==> src/rtl/dyn_shifter.sv <==
module dyn_shifter #(
  parameter int W = 32
) (
  input  logic         clk,
  input  logic         rst_n,
  input  logic [W-1:0] operand,
  input  logic [W-1:0] count,
  input  logic [3:0]   op,
  input  logic         t_in,
  output logic [W-1:0] result,
  output logic         t_out
);
  localparam int SW = $clog2(W);

  localparam logic [3:0] OP_DLOG = 4'd0;
  localparam logic [3:0] OP_DARI = 4'd1;
  localparam logic [3:0] OP_ROTL = 4'd2;
  localparam logic [3:0] OP_ROTR = 4'd3;
  localparam logic [3:0] OP_SHAL = 4'd4;
  localparam logic [3:0] OP_SHAR = 4'd5;
  localparam logic [3:0] OP_SHLR = 4'd6;
  localparam logic [3:0] OP_SL2  = 4'd7;
  localparam logic [3:0] OP_SL8  = 4'd8;
  localparam logic [3:0] OP_SL16 = 4'd9;
  localparam logic [3:0] OP_SR2  = 4'd10;
  localparam logic [3:0] OP_SR8  = 4'd11;
  localparam logic [3:0] OP_SR16 = 4'd12;

  wire          neg  = count[W-1];
  wire [SW-1:0] amt  = count[SW-1:0];
  wire [SW-1:0] ramt = ~amt + SW'(1);
  wire          sgn  = operand[W-1];

  logic unused_cnt;
  assign unused_cnt = ^count[W-2:SW];

  logic [W-1:0] dyn_log, dyn_ari;
  always_comb begin
    if (!neg) begin
      dyn_log = operand << amt;
      dyn_ari = operand << amt;
    end else if (amt == '0) begin
      dyn_log = '0;
      dyn_ari = {W{sgn}};
    end else begin
      dyn_log = operand >> ramt;
      dyn_ari = W'($signed(operand) >>> ramt);
    end
  end

  logic [W-1:0] nxt_res;
  logic         nxt_t;
  always_comb begin
    nxt_res = operand;
    nxt_t   = t_in;
    case (op)
      OP_DLOG: nxt_res = dyn_log;
      OP_DARI: nxt_res = dyn_ari;
      OP_ROTL: begin nxt_res = {operand[W-2:0], t_in}; nxt_t = sgn; end
      OP_ROTR: begin nxt_res = {t_in, operand[W-1:1]}; nxt_t = operand[0]; end
      OP_SHAL: begin nxt_res = {operand[W-2:0], 1'b0}; nxt_t = sgn; end
      OP_SHAR: begin nxt_res = {sgn, operand[W-1:1]};  nxt_t = operand[0]; end
      OP_SHLR: begin nxt_res = {1'b0, operand[W-1:1]}; nxt_t = operand[0]; end
      OP_SL2:  nxt_res = operand << 2;
      OP_SL8:  nxt_res = operand << 8;
      OP_SL16: nxt_res = operand << 16;
      OP_SR2:  nxt_res = operand >> 2;
      OP_SR8:  nxt_res = operand >> 8;
      OP_SR16: nxt_res = operand >> 16;
      default: ;
    endcase
  end

  logic live;
  always_ff @(posedge clk or negedge rst_n) begin
    if (!rst_n) begin
      result <= '0;
      t_out  <= 1'b0;
      live   <= 1'b0;
    end else begin
      result <= nxt_res;
      t_out  <= nxt_t;
      live   <= 1'b1;
    end
  end


  a_r2_dyn_left: assert property (@(posedge clk) disable iff (!rst_n)
    (live && $past(op) <= OP_DARI && !$past(count[W-1]))
      |-> result == ($past(operand) << $past(count[SW-1:0])));

  a_r4_log_neg_zero: assert property (@(posedge clk) disable iff (!rst_n)
    (live && $past(op) == OP_DLOG && $past(count[W-1]) && $past(count[SW-1:0]) == '0)
      |-> result == '0);

  a_r5_ari_neg_zero: assert property (@(posedge clk) disable iff (!rst_n)
    (live && $past(op) == OP_DARI && $past(count[W-1]) && $past(count[SW-1:0]) == '0)
      |-> result == {W{$past(operand[W-1])}});

  a_r6_rotl_flag: assert property (@(posedge clk) disable iff (!rst_n)
    (live && $past(op) == OP_ROTL)
      |-> (t_out == $past(operand[W-1]) && result[0] == $past(t_in)));

  a_r7_rotr_flag: assert property (@(posedge clk) disable iff (!rst_n)
    (live && $past(op) == OP_ROTR)
      |-> (t_out == $past(operand[0]) && result[W-1] == $past(t_in)));

  a_r9_right_one: assert property (@(posedge clk) disable iff (!rst_n)
    (live && ($past(op) == OP_SHAR || $past(op) == OP_SHLR))
      |-> (t_out == $past(operand[0]) &&
           result[W-1] == ($past(op) == OP_SHAR && $past(operand[W-1]))));

  a_r10_t_kept: assert property (@(posedge clk) disable iff (!rst_n)
    (live && ($past(op) <= OP_DARI || $past(op) >= OP_SL2))
      |-> t_out == $past(t_in));
endmodule

==> config.mk <==
export PLATFORM = sky130hd
export DESIGN_NAME = dyn_shifter
export DESIGN_NICKNAME = d
export VERILOG_FILES = /design/src/rtl/dyn_shifter.sv
export SDC_FILE = /design/constraint.sdc
export NUM_CORES = 1
export LEC_CHECK = 0
export BUFFER_PORTS_ARGS = -buffer_cell sky130_fd_sc_hd__buf_4
export CAP_MARGIN = 20
export CELL_PAD_IN_SITES_DETAIL_PLACEMENT = 1
export CELL_PAD_IN_SITES_GLOBAL_PLACEMENT = 1
export CORE_UTILIZATION = 45
export DETAILED_ROUTE_END_ITERATION = 8
export PLACE_DENSITY = 0.87
export SETUP_SLACK_MARGIN = 0.5
export SLEW_MARGIN = 5
export SYNTH_ARGS = -nofsm -noshare
export SYNTH_HDL_FRONTEND = slang
export SYNTH_SLANG_ARGS = --single-unit
==> constraint.sdc <==
create_clock -name clk -period 1 [get_ports clk]
set_input_delay 0 -clock clk [delete_from_list [all_inputs] [get_ports clk]]
set_output_delay 0 -clock clk [all_outputs]
set_load 0.02 [all_outputs]
==> flow_summary.toml, run 1 <==
[clock_network]
cts_buffer_depth = 2
cts_sinks = 33
cts_buffers = 5
cts_resized = 303
htree_num_levels = 2
root_buffer = "clkbuf_16"
cts_setup_buffers = 41

[placed_design]
dp_cells = 1603
io_buffer_count = 77
place.gp.congestion = 1.18
preCtsSetupSlack_ns = -1.59
dpl-instance-area_sq_um = 11100
hpwl_mm = 47.6

[yosys]
yosysUniqueCellTypes = 79
synth_cells = 1062
async_flop_share = 1.00
synthesis.nets = 1135
synth_seq_cells = 33
avgSynthCellArea_sq_um = 7.26
synth_area_sq_um = 7700
synth_edf_count = 0
ys_seq_area_frac = 0.107
ys.flop_type = "dfrtp_1"
yosysWarnings = 0

[floorplanning]
rows = 47
fp.dieH_um = 133
ios = 104
start_util = 0.463
die_w_um = 133

[run_status]
lastStage = "clock tree synthesis"
error = "[ERROR DPL-0033] detailed placement checks failed during check placement."
status = "stopped before the end"
## through the flow
stage	TNS (ns)	utilization
floorplan	-40.90	-
global placement	-38.12	0.667
detailed placement	-46.54	0.667
## cell usage after synthesis (7+ instances only)
cell type / n / area, sq um
o21ai_1: 12 / 60.1
nand2b_1: 9 / 56.3
nor2b_1: 8 / 50.1
mux4_2: 40 / 901
nand3_1: 22 / 110
a32oi_1: 9 / 78.8
buf_2: 40 / 200
mux2_2: 28 / 315
o211ai_1: 17 / 128
dfrtp_1: 33 / 826
a211oi_1: 17 / 128
a22oi_1: 10 / 75.1
nor2_1: 142 / 533
and2_1: 8 / 50.1
a31oi_1: 23 / 144
a21oi_1: 98 / 490
mux2i_1: 69 / 691
buf_6: 7 / 78.8
o22ai_1: 18 / 113
a221oi_1: 15 / 131
o21ai_0: 66 / 330
clkbuf_1: 71 / 267
inv_1: 13 / 48.8
o31ai_1: 8 / 60.1
nor3_1: 35 / 175
nand2_1: 96 / 360
o22a_1: 7 / 61.3
a221o_1: 11 / 110
## kinds of logic after synthesis
group                    Yosys count  synth area share
AO/OA/AOI/OAI                    378             0.330
XOR/XNOR                           6            0.0102
adder cells (fa/ha/maj)            2           0.00325
buffers and inverters            146            0.0888
flip-flops                        33             0.107
multiplexers                     137             0.247
AND/OR/NAND/NOR                  360             0.213
==> inputs of run 2 (changes only) <==
==> config.mk (replaced) <==
export PLATFORM = sky130hd
export DESIGN_NAME = dyn_shifter
export DESIGN_NICKNAME = d
export VERILOG_FILES = /design/src/rtl/dyn_shifter.sv
export SDC_FILE = /design/constraint.sdc
export NUM_CORES = 1
export LEC_CHECK = 0
export BUFFER_PORTS_ARGS = -buffer_cell sky130_fd_sc_hd__buf_4
export CAP_MARGIN = 20
export CORE_UTILIZATION = 30
export DETAILED_ROUTE_END_ITERATION = 8
export PLACE_DENSITY_LB_ADDON = 0.15
export SLEW_MARGIN = 5
export SYNTH_ARGS = -nofsm -noshare
export SYNTH_HDL_FRONTEND = slang
export SYNTH_SLANG_ARGS = --single-unit
==> flow_summary.toml, run 2 <==
[run_status]
status = "finished, violations left"
violations = "negative setup slack"

[cells_and_area]
seqCellArea_sq_um = 826
final_cell_mix = "buf_4 (470), nor2_1 (110), nand2_1 (87)"
final_util = 0.548
nets = 1567
n_antenna_cell = 0
area_growth_pct = 79.2
reg_top3 = "result: 32 flops, t_out: 1 flops"
largest_reg_flops = 32
multi_input_area_sq_um = 7510
final_cells = 1825
fillers = 2434
drive_gt1_frac = 0.562
final_common_cell = "buf_4"
top_register = "result"

[sta]
setup_viol = 33
hold_violations = 0
worst_slack_ns = -1.09
slew_violations = 0
grt_setup_unrepaired = "yes"
hold_ws_ns = 0.204
timing.slew.headroom = 0.503
period_share = 2.09
fmax_ghz = 0.479
worst_pin_slew_ns = 0.740
finalSetupTns_ns = -28.76
min_period_ns = 2.09

[critical_path]
crit_path_max_incr_delay_ns = 0.50
path_common_cell = "buf_12"
worstSetupStartpointType = "input port"
crit_arrival_ns = 2.25
cp_cell_sequence = "buf_8, inv_4, ha_4, buf_12, xor2_4, buf_12, buf_12, a21oi_4, a31oi_4, nor4_4, a2111oi_4, o21ai_2, o32a_1"
crit_fanout = 5
worstPathRequired_ns = 1.16
critPathCaptureType = "register"
crit_slowest_cell = "a2111oi_4"
criticalPathCategory = "in2reg"

[global_routing]
grt_pass1_wl_mm = 80.2
grt_pass1_vias = 10900
grt_max_degree = 34
grt_remaining_overflow = 0
antenna_found_initial = 2
grt.total_usage = 0.426

[yosys]
ys.flop_type = "dfrtp_1"
synth_cells = 1062
yosysUniqueCellTypes = 79
synth_edf_count = 0
synth_area_sq_um = 7700
ys_seq_area_frac = 0.107
synthesis.nets = 1135
synth_top_area_share = 0.117
synth_common_cells = "nor2_1 (142), a21oi_1 (98), nand2_1 (96), clkbuf_1 (71), mux2i_1 (69)"
synthMostInstantiatedCell = "nor2_1"
async_flop_share = 1.00
synth_seq_cells = 33
yosysWarnings = 0
avgSynthCellArea_sq_um = 7.26
synthTopCellsByArea = "mux4_2 (12%), dfrtp_1 (11%), mux2i_1 (9.0%), nor2_1 (6.9%), a21oi_1 (6.4%)"
yosysTopAreaCell = "mux4_2"

[routing]
drc = 0
first_pass_iters = 7
vias_per_cell = 6.30
vias = 11500
dr.first_iter.drc_count = 1348
ant_nets = 0
wire_per_inst_um = 31.3
postRouteWirelength_mm = 57.1

[floorplanning]
die_area_sq_um = 26300
coreArea_sq_um = 25200
die_w_um = 162
ios = 104
rows = 58
fp.dieH_um = 162
start_util = 0.306

[clock_network]
cts_sinks = 33
cts.clk_slew.worst_paths_ns = 0.05
root_buffer = "clkbuf_16"
htree_num_levels = 2
cts_tree = "yes"
cts_buffers = 5
cts_buffer_depth = 2

[pwr]
p_per_area_nw_per_um2 = 889
worst_ir_drop_vdd_v = 0.000767
p_leak_uw = 0.00576

[placed_design]
hpwl_mm = 43.8
place.gp.congestion = 1.06
dp_cells = 1734
io_buffer_count = 77

[hold_path]
hold_depth = 3
hold_class = "in2reg"
hold_end = "t_out$_DFF_PN0_"
min_from = "t_in"

[flow_run]
drv_cap = 0
-- run 2: cell counts after synthesis --
Identical to the previous run, type by type.
-- run 2: worst max-delay path: cells and delay by family --
kind	cells	cell delay, ns
AO/OA/AOI/OAI	5	1.24
buffers and inverters	5	0.55
XOR/XNOR	1	0.22
AND/OR/NAND/NOR	1	0.07
adder cells (fa/ha/maj)	1	0.16
-- run 2: timing repair --
| item | in CTS | in global routing |
|---|---|---|
| hold buffers | 1 | 0 |
| setup buffers | 62 | 31 |
| resized for setup | 217 | 134 |
| gates cloned | 3 | 3 |
| endpoints found under the hold margin | 33 | 0 |
| pin swaps | 70 | 84 |
| setup endpoints to repair | 33 | 33 |
-- run 2: cell type report --
| type | count | share of cell area |
|---|---|---|
| Inverter | 15 | 0.00562 |
| Clock buffer | 6 | 0.00933 |
| Clock inverter | 2 | 0.000725 |
| Sequential cell | 33 | 0.0598 |
| Tap cell | 330 | 0.0299 |
| Timing Repair Buffer | 556 | 0.351 |
| Multi-Input combinational cell | 883 | 0.544 |
-- run 2: worst max-delay path by stage --
stage | endpoint | from | slack, ns
4_1_cts | result[22]$_DFF_PN0_ | count[1] | -1.03
6_report | result[22]$_DFF_PN0_ | count[0] | -1.09
3_3_place_gp | result[16]$_DFF_PN0_ | count[1] | -2.02
3_5_place_dp | result[16]$_DFF_PN0_ | count[1] | -1.90
2_1_floorplan | result[21]$_DFF_PN0_ | count[0] | -1.42
5_1_grt | result[22]$_DFF_PN0_ | count[0] | -1.10
-- run 2: report_power, final --
group          switching [uW]  total (uW)  internal [uW]
clock network             568        1480            914
registers                76.1        1600           1520
logic                    5000        9200           4200
-- run 2: metal layers --
metal / vias to the layer above / GRT usage / share of wire
li1: 4929 / - / -
met3: 184 / 0.0781 / 0.10
met4: 2 / 0.204 / 0.056
met5: - / 0 / 0.00023
met1: 5592 / 0.574 / 0.40
met2: 793 / 0.653 / 0.44
-- run 2: cells by family after synthesis --
group	Yosys count	synth area share
buffers and inverters	146	0.0888
AND/OR/NAND/NOR	360	0.213
XOR/XNOR	6	0.0102
multiplexers	137	0.247
flip-flops	33	0.107
adder cells (fa/ha/maj)	2	0.00325
AO/OA/AOI/OAI	378	0.330
-- run 2: metrics by stage --
step / total power (uW) / setup slack, ns / instance area, sq um
global placement: 8880 / -2.02 / 11300
CTS: 11400 / -1.03 / 12900
detailed placement: 8810 / -1.90 / 11400
floorplan: 5030 / -1.42 / 7910
global route: 12600 / -1.10 / 13800
finish: 12300 / -1.09 / 13800
No activity file was read; power rests on OpenSTA's default activity.
